`src/rtl/hold_gate_pkg.sv`:
```
package hold_gate_pkg;
  typedef enum logic [1:0] {
    HG_RUN   = 2'd0,
    HG_PAUSE = 2'd1,
    HG_LOCK  = 2'd2
  } hg_state_e;

  localparam int PIN_W    = 3;
  localparam int PIN_SCK  = 0;
  localparam int PIN_CS   = 1;
  localparam int PIN_HOLD = 2;
endpackage

```
`src/rtl/hold_pin_sync.sv`:
```
module hold_pin_sync #(
  parameter int             W       = 3,
  parameter int             STAGES  = 2,
  parameter logic [W-1:0]   RST_VAL = '0
) (
  input  logic         clk,
  input  logic         rst,
  input  logic [W-1:0] d,
  output logic [W-1:0] q
);
  localparam int N = (STAGES < 1) ? 1 : STAGES;

  logic [W-1:0] chain [N];

  always_ff @(posedge clk) begin
    if (rst) chain[0] <= RST_VAL;
    else     chain[0] <= d;
  end

  for (genvar i = 1; i < N; i++) begin : g_stage
    always_ff @(posedge clk) begin
      if (rst) chain[i] <= RST_VAL;
      else     chain[i] <= chain[i-1];
    end
  end

  assign q = chain[N-1];
endmodule

```
`src/rtl/hold_state_ctl.sv`:
```
module hold_state_ctl
  import hold_gate_pkg::*;
(
  input  logic      clk,
  input  logic      rst,
  input  logic      s_sck,
  input  logic      s_cs_n,
  input  logic      s_hold_n,
  output hg_state_e state_q,
  output hg_state_e state_d
);
  logic clk_low;
  assign clk_low = ~s_sck;

  always_comb begin
    state_d = state_q;
    unique case (state_q)
      HG_RUN: begin
        if (!s_cs_n && !s_hold_n && clk_low) state_d = HG_PAUSE;
      end
      HG_PAUSE: begin
        if (s_cs_n)                         state_d = HG_LOCK;
        else if (s_hold_n && clk_low)       state_d = HG_RUN;
      end
      HG_LOCK: begin
        if (s_cs_n && s_hold_n)             state_d = HG_RUN;
      end
      default: state_d = HG_RUN;
    endcase
  end

  always_ff @(posedge clk) begin
    if (rst) state_q <= HG_RUN;
    else     state_q <= state_d;
  end
endmodule

```
`src/rtl/hold_out_reg.sv`:
```
module hold_out_reg
  import hold_gate_pkg::*;
(
  input  logic      clk,
  input  logic      rst,
  input  hg_state_e state_d,
  input  logic      s_sck,
  input  logic      s_cs_n,
  output logic      seq_sck,
  output logic      seq_din_en,
  output logic      seq_dout_en,
  output logic      seq_rst
);
  logic live;
  assign live = (state_d == HG_RUN);

  always_ff @(posedge clk) begin
    if (rst) begin
      seq_sck     <= 1'b0;
      seq_din_en  <= 1'b0;
      seq_dout_en <= 1'b0;
      seq_rst     <= 1'b0;
    end else begin
      seq_sck     <= live & s_sck;
      seq_din_en  <= live & ~s_cs_n;
      seq_dout_en <= live & ~s_cs_n;
      seq_rst     <= (state_d == HG_LOCK);
    end
  end
endmodule

```
`src/rtl/hold_gate.sv`:
```
module hold_gate
  import hold_gate_pkg::*;
#(
  parameter int   SYNC_STAGES = 2,
  parameter logic SCK_IDLE    = 1'b0
) (
  input  logic clk,
  input  logic rst,
  input  logic pin_sck,
  input  logic pin_cs_n,
  input  logic pin_hold_n,
  output logic seq_sck,
  output logic seq_din_en,
  output logic seq_dout_en,
  output logic seq_rst
);
  localparam logic [PIN_W-1:0] PIN_RST = {1'b1, 1'b1, SCK_IDLE};

  logic [PIN_W-1:0] pins_raw, pins_s;
  logic             sync_sck, sync_cs_n, sync_hold_n;
  hg_state_e        st_q, st_d;

  assign pins_raw[PIN_SCK]  = pin_sck;
  assign pins_raw[PIN_CS]   = pin_cs_n;
  assign pins_raw[PIN_HOLD] = pin_hold_n;

  hold_pin_sync #(
    .W(PIN_W), .STAGES(SYNC_STAGES), .RST_VAL(PIN_RST)
  ) u_sync (
    .clk(clk), .rst(rst), .d(pins_raw), .q(pins_s)
  );

  assign sync_sck    = pins_s[PIN_SCK];
  assign sync_cs_n   = pins_s[PIN_CS];
  assign sync_hold_n = pins_s[PIN_HOLD];

  hold_state_ctl u_ctl (
    .clk(clk), .rst(rst),
    .s_sck(sync_sck), .s_cs_n(sync_cs_n), .s_hold_n(sync_hold_n),
    .state_q(st_q), .state_d(st_d)
  );

  hold_out_reg u_out (
    .clk(clk), .rst(rst), .state_d(st_d),
    .s_sck(sync_sck), .s_cs_n(sync_cs_n),
    .seq_sck(seq_sck), .seq_din_en(seq_din_en),
    .seq_dout_en(seq_dout_en), .seq_rst(seq_rst)
  );
endmodule

```
`config.mk`:
```
export PLATFORM = sky130hd
export DESIGN_NAME = hold_gate
export DESIGN_NICKNAME = d
export VERILOG_FILES = /design/src/rtl/hold_gate_pkg.sv /design/src/rtl/hold_pin_sync.sv /design/src/rtl/hold_state_ctl.sv /design/src/rtl/hold_out_reg.sv /design/src/rtl/hold_gate.sv
export SDC_FILE = /design/constraint.sdc
export NUM_CORES = 1
export LEC_CHECK = 0
export BUFFER_PORTS_ARGS = -buffer_cell sky130_fd_sc_hd__buf_2
export CAP_MARGIN = 20
export CORE_AREA = 2 2 39 41
export CTS_BUF_LIST = sky130_fd_sc_hd__clkbuf_4 sky130_fd_sc_hd__clkbuf_8 sky130_fd_sc_hd__clkbuf_16
export DETAILED_ROUTE_END_ITERATION = 8
export DIE_AREA = 0 0 41 43
export PLACE_DENSITY = 0.53
export SETUP_SLACK_MARGIN = 0.05
export SYNTH_ARGS = -nofsm -noshare
export SYNTH_HDL_FRONTEND = slang
export SYNTH_SLANG_ARGS = --single-unit
```
`constraint.sdc`:
```
create_clock -name clk -period 2.9 [get_ports clk]
set_clock_uncertainty 0.05 [all_clocks]
set_input_delay 0.58 -clock clk [delete_from_list [all_inputs] [get_ports clk]]
set_output_delay 0.58 -clock clk [all_outputs]
set_load 0.005 [all_outputs]
```
### Word-level counts from Yosys, hierarchy flattened

Memory sizes are Yosys's and may differ from the RTL's.
Index checks and enable logic that the tools add are counted.

| word-level totals | value |
|---|---|
| register bits after elaboration | 5 |
| bits in writable memories | 6 |
| output and inout port bits | 4 |
| memories kept | 1 |

Memories:

| memory | words | bits a word | rd ports | clocked after memory_dff | wr ports | RTL line | source |
|---|---|---|---|---|---|---|---|
| u_sync.chain | 2 | 3 | 2 | 0 | 2 | hold_pin_sync.sv:13 | `logic [W-1:0] chain [N];` |

| operators by class | value |
|---|---|
| eq/ne operators | 3 |
| mux-type cells | 10 |
| bitwise operators | 6 |
| reductions and logical operators | 8 |

Operators by type and width:

| cell | number |
|---|---|
| 2-bit 2-to-1 mux | 4 |
| 3-bit 2-to-1 mux | 2 |
| 2-bit case mux with 3 select lines | 1 |
| 2-bit equality test, second input constant | 2 |
| 1-bit logical AND | 4 |
| 2-bit logical NOT | 2 |
| 1-bit 2-to-1 mux | 3 |
| 1-bit AND | 2 |
| 2-bit by 1-bit equality test with 1-bit output, second input constant | 1 |
| 1-bit logical NOT | 2 |
| 1-bit NOT | 2 |
| 1-bit bitwise OR | 2 |

### Depth between registers and ports, before layout

Gate-level depths: netlist (run 1).

| logic depth | value |
|---|---|
| depth in word-level cells | 7 |
| depth in mapped cells | 3 |
| depth with buffers taken out | 3 |

### Hierarchy

Synthesis (run 1) repeated with hierarchy kept, for this count alone.

| unflattened totals | value |
|---|---|
| cells, all modules | 30 |
| area, all modules | 357.8 µm² |

Modules (own cells, without submodules):

| module | times used | cells each | area an instance (µm²) | seq. area each (µm²) |
|---|---|---|---|---|
| hold_pin_sync | 1 | 12 | 157.7 | 120.1 |
| hold_out_reg | 1 | 7 | 102.6 | 60.1 |
| hold_state_ctl | 1 | 11 | 97.6 | 40.0 |

### Least setup slack after synthesis (run 1)

Ideal clock, no wire load.

| timing path | value |
|---|---|
| path type | in2reg |
| start point | in rst |
| end point | mem u_sync.chain[0][1] |
| arrival time | 1.025 ns |
| data required time | 2.727 ns |
| setup slack | 1.702 ns |
| cell stages on the path | 2 |
| cells stage by stage | clkbuf_1 -> or2_2 |

RTL lines:

| element | RTL line | source |
|---|---|---|
| from (decl) | hold_gate.sv:8 | `input logic rst,` |
| to (decl) | hold_pin_sync.sv:13 |  |

### Worst setup path after layout (run 1)

| timing path | value |
|---|---|
| start point | reg u_out.seq_din_en |
| end point | out seq_din_en |

RTL lines:

| element | RTL line | source |
|---|---|---|
| from (decl) | hold_out_reg.sv:10 | `output logic seq_din_en,` |
| from (signal assigned) | hold_out_reg.sv:25 | `seq_din_en <= live & ~s_cs_n;` |
| to (decl) | hold_gate.sv:13 | `output logic seq_din_en,` |

No word-level cell between the ends.

==> results of run 1 <==
==> per-stage QoR <==
| stage | area (sq um) | power [W] | hold WS [ps] | utilization (%) |
|---|---|---|---|---|
| after floorplan | 365 | 0.000169 | 333 | - |
| after global placement | 414 | 0.000173 | 337 | 29.9 |
| after detailed placement | 414 | 0.000173 | 342 | 29.9 |
| after CTS | 442 | 0.000281 | 360 | 31.9 |
| after global routing | 442 | 0.000292 | 382 | 31.9 |
| final | 442 | 0.000273 | 357 | 31.9 |
==> cells by family after synthesis <==
family / count (synthesis) / share of synthesized area [%]
DFF: 11 / 60.3
and+or+nand+nor: 10 / 15.8
AOI/OAI and AO/OA: 7 / 18.8
buffers and inverters: 4 / 5.13
==> metal layers <==
layer	share of wire, %	GRT usage, %	vias to the layer above	wire length, um
met5	0	0	-	0
li1	-	-	128	-
met2	46	11.3	10	253
met3	8.3	9.42	0	46
met4	0	4.00	0	0
met1	46	9.77	114	252
==> final cells by class <==
cell class	instances	share of cell area, %
flip-flops and latches	11	49.9
multi-input cells	17	28.6
repair buffers	8	9.07
clock buffers	3	5.10
well taps	16	4.53
inverters	2	1.70
clock inverters	1	1.13
==> worst paths after layout <==
kind	end	slack (ps)	from	cells after the start
worst max-delay path	seq_din_en	1580	u_out.seq_din_en	1
worst min-delay path	u_sync.chain[1][1]	360	u_sync.chain[0][1]	1
worst max register to register	u_out.seq_din_en	1890	u_ctl.state_q[0]	2
worst min register to register	u_sync.chain[1][1]	360	u_sync.chain[0][1]	1
==> power groups by stage <==
stage / Sequential (W) / Clock, W / Combinational (W)
finish: 0.000158 / 0.000104 / 0.0000109
global route: 0.000159 / 0.000121 / 0.0000127
CTS: 0.000158 / 0.000112 / 0.0000110
detailed placement: 0.000162 / 0 / 0.0000110
global placement: 0.000162 / 0 / 0.0000110
floorplan: 0.000161 / 0 / 0.00000719
==> synthesized netlist by cell type, drive strengths merged <==
| master | number | area (sq um) |
|---|---|---|
| a2111oi | 1 | 10.0 |
| a211o | 1 | 8.76 |
| a211oi | 2 | 25.0 |
| a21oi | 1 | 5.00 |
| and3 | 1 | 6.26 |
| buf | 1 | 7.51 |
| clkbuf | 1 | 3.75 |
| dfxtp | 11 | 220 |
| inv | 2 | 7.50 |
| nand2 | 1 | 3.75 |
| nor2 | 1 | 3.75 |
| nor2b | 2 | 12.5 |
| nor4 | 1 | 6.26 |
| o21ba | 2 | 20.0 |
| or2 | 4 | 25.0 |
==> flip-flops by register name (all words and copies together) (netlist names) <==
register	cells
u_out.seq_din_en	1
u_out.seq_sck	1
u_sync.chain	6
u_ctl.state_q	2
u_out.seq_rst	1
==> flow_metrics.py, run 1 <==
metrics = {
    "outcome": {
        "status": "completed",
    },
    "placed_design": {
        "gp_congestion": 0.574,
        "dp_hpwl_um": 382,
        "io_buffer_count": 8,
        "place_inst": 54,
        "place_ws_ps": 1630,
    },
    "clocking": {
        "clk_latency_ps": 270,
        "clk_pin_slew_ps": 70,
        "clkSinkCount": 11,
        "cts_root_buf": "clkbuf_4",
        "cts_tree": "yes",
        "cts_resized": 0,
        "htree_levels": 1,
        "ctsLongestPathBuffers": 2,
        "cts_setup_buffers": 0,
        "cts_hold_buf": 0,
        "cts_buffers": 3,
    },
    "timing": {
        "layout_min_cycle_time_ps": 1320,
        "fin_tns_setup_ps": 0,
        "hold_viol": 0,
        "rsz0062_at_grt": "no",
        "slew_violations": 0,
        "max_freq_mhz": 756,
        "post-route-period-util_pct": 45.6,
        "relSlewSlack_pct": 80.3,
        "worst_pin_slew_ps": 295,
        "setup_slack_ps": 1580,
        "setup_viol_count_final": 0,
    },
    "finish": {
        "layout-drive-gt1-share_pct": 42.9,
        "multi_input_area_sq_um": 126,
        "instances_no_fill": 58,
        "final_common_cell": "dfxtp_1",
        "final_cell_mix": "dfxtp_1 (11), buf_2 (8), or2_2 (3), clkbuf_4 (3)",
        "final_nets": 48,
        "regArea_sq_um": 220,
        "num_antenna_cells": 0,
        "synthToLayoutAreaGrowth_pct": 20.9,
        "fillers": 149,
    },
    "critical_path": {
        "cp_num_buf_inv": 1,
        "critPathMaxStageDelay_ps": 320,
        "end_kind": "output pin",
        "crit_family": "flip-flops",
        "start_kind": "flip-flop",
        "arrival_ps": 690,
        "critPathRequiredTime_ps": 2270,
        "criticalPathCategory": "flip-flop to output pin",
        "critical-path-slowest-cell": "dfxtp_1",
        "path_cells": "buf_2",
        "crit_fanout": 2,
    },
    "floorplanning": {
        "die_w_um": 41,
        "coreArea_sq_um": 1380,
        "die_h_um": 43,
        "io_pins": 9,
        "dieArea_sq_um": 1760,
        "rows": 14,
        "initial_core_util_pct": 26.4,
    },
    "drt": {
        "first_pass_iters": 4,
        "wl_per_cell_um": 9.50,
        "via_per_inst": 4.34,
        "route.detailed.drc": 0,
        "drt_wl_total_um": 551,
        "dr.first_iter.drc_count": 1,
        "route.antenna.remaining_nets": 0,
        "vias": 252,
    },
    "power": {
        "vdd_ir_drop_max_mv": 0.211,
        "powerDensity_nw_per_um2": 619,
        "comb_power_share_pct": 4.0,
        "switching_share_pct": 22.0,
        "internal_power_w": 0.000213,
        "seqPwrFrac_pct": 57.8,
        "p_sw_w": 0.0000600,
        "p_clk_share_pct": 38.2,
        "p_leak_nw": 0.208,
    },
    "global_route": {
        "antenna_found_initial": 0,
        "grt_pass1_wl_um": 924,
        "grt_pass1_vias": 220,
        "grt_start_max_net_pins": 12,
        "gr-total-overflow": 0,
        "grtUsageTotal_pct": 9.07,
    },
    "yosys": {
        "syn_inst": 32,
        "yosys_warnings": 0,
        "synth.avg_cell_area_sq_um": 11.4,
        "netlist_area_sq_um": 365,
        "synth_fp_nets": 37,
        "ys_seq_area_share_pct": 60.3,
        "ys_ff_latch": 11,
        "synth.distinct_cells": 17,
    },
    "worst_hold_path": {
        "hold_path.class": "flip-flop to flip-flop",
    },
    "job": {
        "max_cap_viol_count": 0,
    },
}
(Power assumes the default switching activity.)
==> run 2: changes to the inputs <==
==> constraint.sdc (replaced) <==
create_clock -name clk -period 1.4 [get_ports clk]
set_clock_uncertainty 0.05 [all_clocks]
set_input_delay 0.28 -clock clk [delete_from_list [all_inputs] [get_ports clk]]
set_output_delay 0.28 -clock clk [all_outputs]
set_load 0.005 [all_outputs]
==> flow_metrics.py, run 2 (synthesized netlist as in run 1, its figures left out) <==
metrics = {
    "outcome": {
        "status": "completed",
    },
    "power": {
        "vdd_ir_drop_max_mv": 0.642,
        "seqPwrFrac_pct": 58.4,
        "internal_power_w": 0.000442,
        "p_leak_nw": 0.208,
        "switching_share_pct": 21.2,
        "p_clk_share_pct": 37.5,
        "powerDensity_nw_per_um2": 1270,
        "comb_power_share_pct": 4.0,
        "power_w": 0.000560,
        "p_sw_w": 0.000119,
    },
    "clocking": {
        "cts_root_buf": "clkbuf_4",
        "cts_setup_buffers": 0,
        "clkSinkCount": 11,
        "clk_pin_slew_ps": 70,
        "cts_hold_buf": 0,
        "cts_buffers": 3,
        "clk_latency_ps": 260,
        "ctsLongestPathBuffers": 2,
        "cts_resized": 0,
        "cts_tree": "yes",
        "htree_levels": 1,
    },
    "finish": {
        "final_area_sq_um": 442,
        "num_antenna_cells": 0,
        "post-route-util_pct": 31.9,
        "reg_top3": "u_sync.chain x6, u_ctl.state_q x2",
        "final_cell_mix": "dfxtp_1 (11), buf_2 (8), or2_2 (3), clkbuf_4 (3)",
        "largest_register_ffs": 6,
        "top_register": "u_sync.chain",
        "layout-drive-gt1-share_pct": 42.9,
        "fillers": 142,
        "synthToLayoutAreaGrowth_pct": 20.9,
        "final_common_cell": "dfxtp_1",
        "final_nets": 48,
        "instances_no_fill": 58,
    },
    "floorplanning": {
        "die_w_um": 41,
        "die_h_um": 43,
        "io_pins": 9,
        "coreArea_sq_um": 1380,
        "dieArea_sq_um": 1760,
        "rows": 14,
        "initial_core_util_pct": 26.4,
    },
    "critical_path": {
        "critPathMaxStageDelay_ps": 320,
        "end_kind": "output pin",
        "crit_fanout": 2,
        "critical-path-slowest-cell": "dfxtp_1",
        "start_kind": "flip-flop",
        "crit_family": "flip-flops",
        "arrival_ps": 680,
        "critPathRequiredTime_ps": 1070,
        "path_cells": "buf_2",
        "criticalPathCategory": "flip-flop to output pin",
        "cp_num_buf_inv": 1,
    },
    "global_route": {
        "grt_pass1_wl_um": 765,
        "grt_start_max_net_pins": 12,
        "antenna_found_initial": 0,
        "grt_pass1_vias": 211,
        "grtUsageTotal_pct": 6.97,
        "gr-total-overflow": 0,
    },
    "timing": {
        "rsz0062_at_grt": "no",
        "layout_min_cycle_time_ps": 1010,
        "fin_tns_setup_ps": 0,
        "hold_viol": 0,
        "slew_violations": 0,
        "max_freq_mhz": 985,
        "setup_viol_count_final": 0,
        "post-route-period-util_pct": 72.5,
        "worst_pin_slew_ps": 318,
        "relSlewSlack_pct": 78.7,
    },
    "placed_design": {
        "dpl_cell_area_sq_um": 414,
        "dp_hpwl_um": 332,
        "gp_congestion": 0.591,
        "place_inst": 54,
        "io_buffer_count": 8,
    },
    "drt": {
        "dr.first_iter.drc_count": 5,
        "wl_per_cell_um": 8.16,
        "via_per_inst": 4.24,
        "route.detailed.drc": 0,
        "first_pass_iters": 3,
        "drt_wl_total_um": 473,
        "vias": 246,
        "route.antenna.remaining_nets": 0,
    },
    "worst_hold_path": {
        "hold_path.class": "primary input to flip-flop",
    },
    "job": {
        "max_cap_viol_count": 0,
    },
}
-- run 2: cell type report --
cell class	instances	area, sq um	area share (%)
Inverter	2	7.51	1.70
Sequential cell	11	220	49.9
Multi-Input combinational cell	17	126	28.6
Clock inverter	1	5.00	1.13
Timing Repair Buffer	8	40.0	9.07
Tap cell	16	20.0	4.53
Clock buffer	3	22.5	5.10
-- run 2: power by group through the flow --
stage	clock network [W]	registers (W)	logic [W]
after CTS	0.000224	0.000327	0.0000231
after global placement	0	0.000335	0.0000226
after global routing	0.000236	0.000329	0.0000254
final	0.000210	0.000327	0.0000226
after detailed placement	0	0.000335	0.0000228
after floorplan	0	0.000334	0.0000149
-- run 2: path summary, 6_finish.rpt --
path,slack [ps],depth (start not counted),end,from
worst max-delay path,390,1,seq_din_en,u_out.seq_din_en
worst min-delay path,140,2,u_sync.chain[0][1],pin_cs_n
worst max register to register,390,2,u_out.seq_din_en,u_ctl.state_q[0]
worst min register to register,360,1,u_sync.chain[1][1],u_sync.chain[0][1]
-- run 2: metal layers --
layer,share of wire [%],GRT usage [%]
met5,0,0
met1,47,7.54
met2,45,8.75
met3,7.8,6.28
met4,0,4.00
-- run 2: per-stage QoR --
step | setup slack (ps) | hold WS [ps]
after floorplan | 455 | 311
after global placement | 400 | 340
after detailed placement | 415 | 342
after CTS | 368 | 127
after global routing | 312 | 137
final | 385 | 140
==> run 3: changes to the inputs <==
==> constraint.sdc (replaced) <==
create_clock -name clk -period 1 [get_ports clk]
set_clock_uncertainty 0.05 [all_clocks]
set_input_delay 0.2 -clock clk [delete_from_list [all_inputs] [get_ports clk]]
set_output_delay 0.2 -clock clk [all_outputs]
set_load 0.005 [all_outputs]
==> flow_metrics.py, run 3 (synthesized netlist as in run 1, its figures left out) <==
metrics = {
    "clocking": {
        "cts_root_buf": "clkbuf_4",
        "clkSinkCount": 11,
        "cts_tree": "yes",
        "cts_buffers": 3,
        "clk_pin_slew_ps": 70,
        "htree_levels": 1,
        "clk_latency_ps": 260,
        "ctsLongestPathBuffers": 2,
    },
    "job": {
        "max_cap_viol_count": 0,
    },
    "finish": {
        "reg_top3": "u_sync.chain x6, u_ctl.state_q x2",
        "final_cell_mix": "buf_2 (6), dfxtp_1 (6), buf_4 (5)",
        "num_antenna_cells": 0,
        "layout-drive-gt1-share_pct": 67.3,
        "largest_register_ffs": 6,
        "synthToLayoutAreaGrowth_pct": 57.2,
        "instances_no_fill": 65,
        "final_area_sq_um": 574,
        "top_register": "u_sync.chain",
        "final_nets": 55,
    },
    "critical_path": {
        "path_cells": "inv_4 > a211oi_4 > o21ba_1",
        "crit_fanout": 3,
        "start_kind": "flip-flop",
        "cp_num_buf_inv": 1,
        "crit_family": "compound AO/OA/AOI/OAI gates",
        "end_kind": "flip-flop",
        "critical-path-slowest-cell": "dfxtp_4",
        "criticalPathCategory": "flip-flop to flip-flop",
        "arrival_ps": 1150,
        "critPathRequiredTime_ps": 1150,
        "critPathMaxStageDelay_ps": 370,
    },
    "drt": {
        "drt_wl_total_um": 746,
        "wl_per_cell_um": 11.5,
        "route.antenna.remaining_nets": 0,
        "vias": 281,
        "dr.first_iter.drc_count": 3,
        "first_pass_iters": 3,
        "via_per_inst": 4.32,
        "route.detailed.drc": 0,
    },
    "timing": {
        "rsz0062_at_grt": "yes",
        "hold_viol": 0,
        "fin_tns_setup_ps": 0,
        "worst_pin_slew_ps": 299,
        "setup_viol_count_final": 0,
        "layout_min_cycle_time_ps": 996,
        "max_freq_mhz": 1000,
        "setup_slack_ps": 3.90,
        "hold_slack_ps": 65.8,
        "relSlewSlack_pct": 80.0,
        "post-route-period-util_pct": 99.6,
        "slew_violations": 0,
    },
    "placed_design": {
        "place_inst": 56,
        "place_ws_ps": 4.06,
        "dpl_cell_area_sq_um": 429,
        "dp_hpwl_um": 358,
        "io_buffer_count": 8,
        "gp_congestion": 0.584,
    },
    "floorplanning": {
        "coreArea_sq_um": 1380,
        "rows": 14,
        "dieArea_sq_um": 1760,
        "die_h_um": 43,
        "initial_core_util_pct": 26.4,
        "die_w_um": 41,
        "io_pins": 9,
    },
    "power": {
        "powerDensity_nw_per_um2": 1440,
        "vdd_ir_drop_max_mv": 0.737,
        "p_leak_nw": 0.254,
    },
    "outcome": {
        "status": "completed",
    },
    "global_route": {
        "grt_start_max_net_pins": 12,
        "gr-total-overflow": 0,
        "antenna_found_initial": 0,
        "grt_pass1_vias": 283,
        "grt_pass1_wl_mm": 1.17,
        "grtUsageTotal_pct": 10.6,
    },
    "worst_hold_path": {
        "hold_path.class": "primary input to flip-flop",
    },
}
==> run 3: cell types whose count changed in the layout (fill, tap and decap cells not counted), moves of 2 or more <==
cell / change
buf_6: +4
dfxtp_4: +2
dfxtp_2: +3
buf_2: -2
buf_4: +5
dfxtp_1: -5
==> run 3: area by class of cell <==
type / count / area (sq um)
tap: 16 / 20.0
multi-input combinational: 17 / 170
fill: 138 / 810
sequential: 11 / 231
timing repair buffer: 15 / 113
clock buffer: 4 / 30.0
inverter: 2 / 10.0
==> run 3: path summary, 6_finish.rpt <==
kind | startpoint | end | slack, ps | cells past startpoint
setup / recovery | u_ctl.state_q[1] | u_ctl.state_q[1] | 4 | 3
setup reg to reg | u_ctl.state_q[1] | u_ctl.state_q[1] | 4 | 3
hold / removal | pin_cs_n | u_sync.chain[0][1] | 70 | 2
hold reg to reg | u_sync.chain[0][1] | u_sync.chain[1][1] | 350 | 1
==> run 3: where the power goes <==
part | switching (W) | internal (W) | total, W
Combinational | 0.0000230 | 0.0000307 | 0.0000537
Clock | 0.000140 | 0.000181 | 0.000321
Sequential | 0.00000696 | 0.000447 | 0.000454
Total | 0.000170 | 0.000659 | 0.000829
==> run 3: timing repair <==
action / CTS / global route
hold buffers: 0 / 0
resized for setup: 7 / 11
setup buffers: 5 / 0
pin swaps: 5 / 1
endpoints found under the setup margin: 6 / 9
==> run 3: per-layer routing <==
metal	vias up	track usage, %	wire length, um
li1	140	-	-
met1	131	9.12	268
met2	10	18.4	433
met3	0	6.28	44
met4	0	4.00	0
met5	-	0	0
==> run 3: stage by stage <==
stage                     total power, W  utilization [%]
after floorplan                 0.000489                -
after global placement          0.000503             31.0
after detailed placement        0.000503             31.0
after CTS                       0.000833             37.5
after global routing            0.000868             41.5
final                           0.000829             41.5
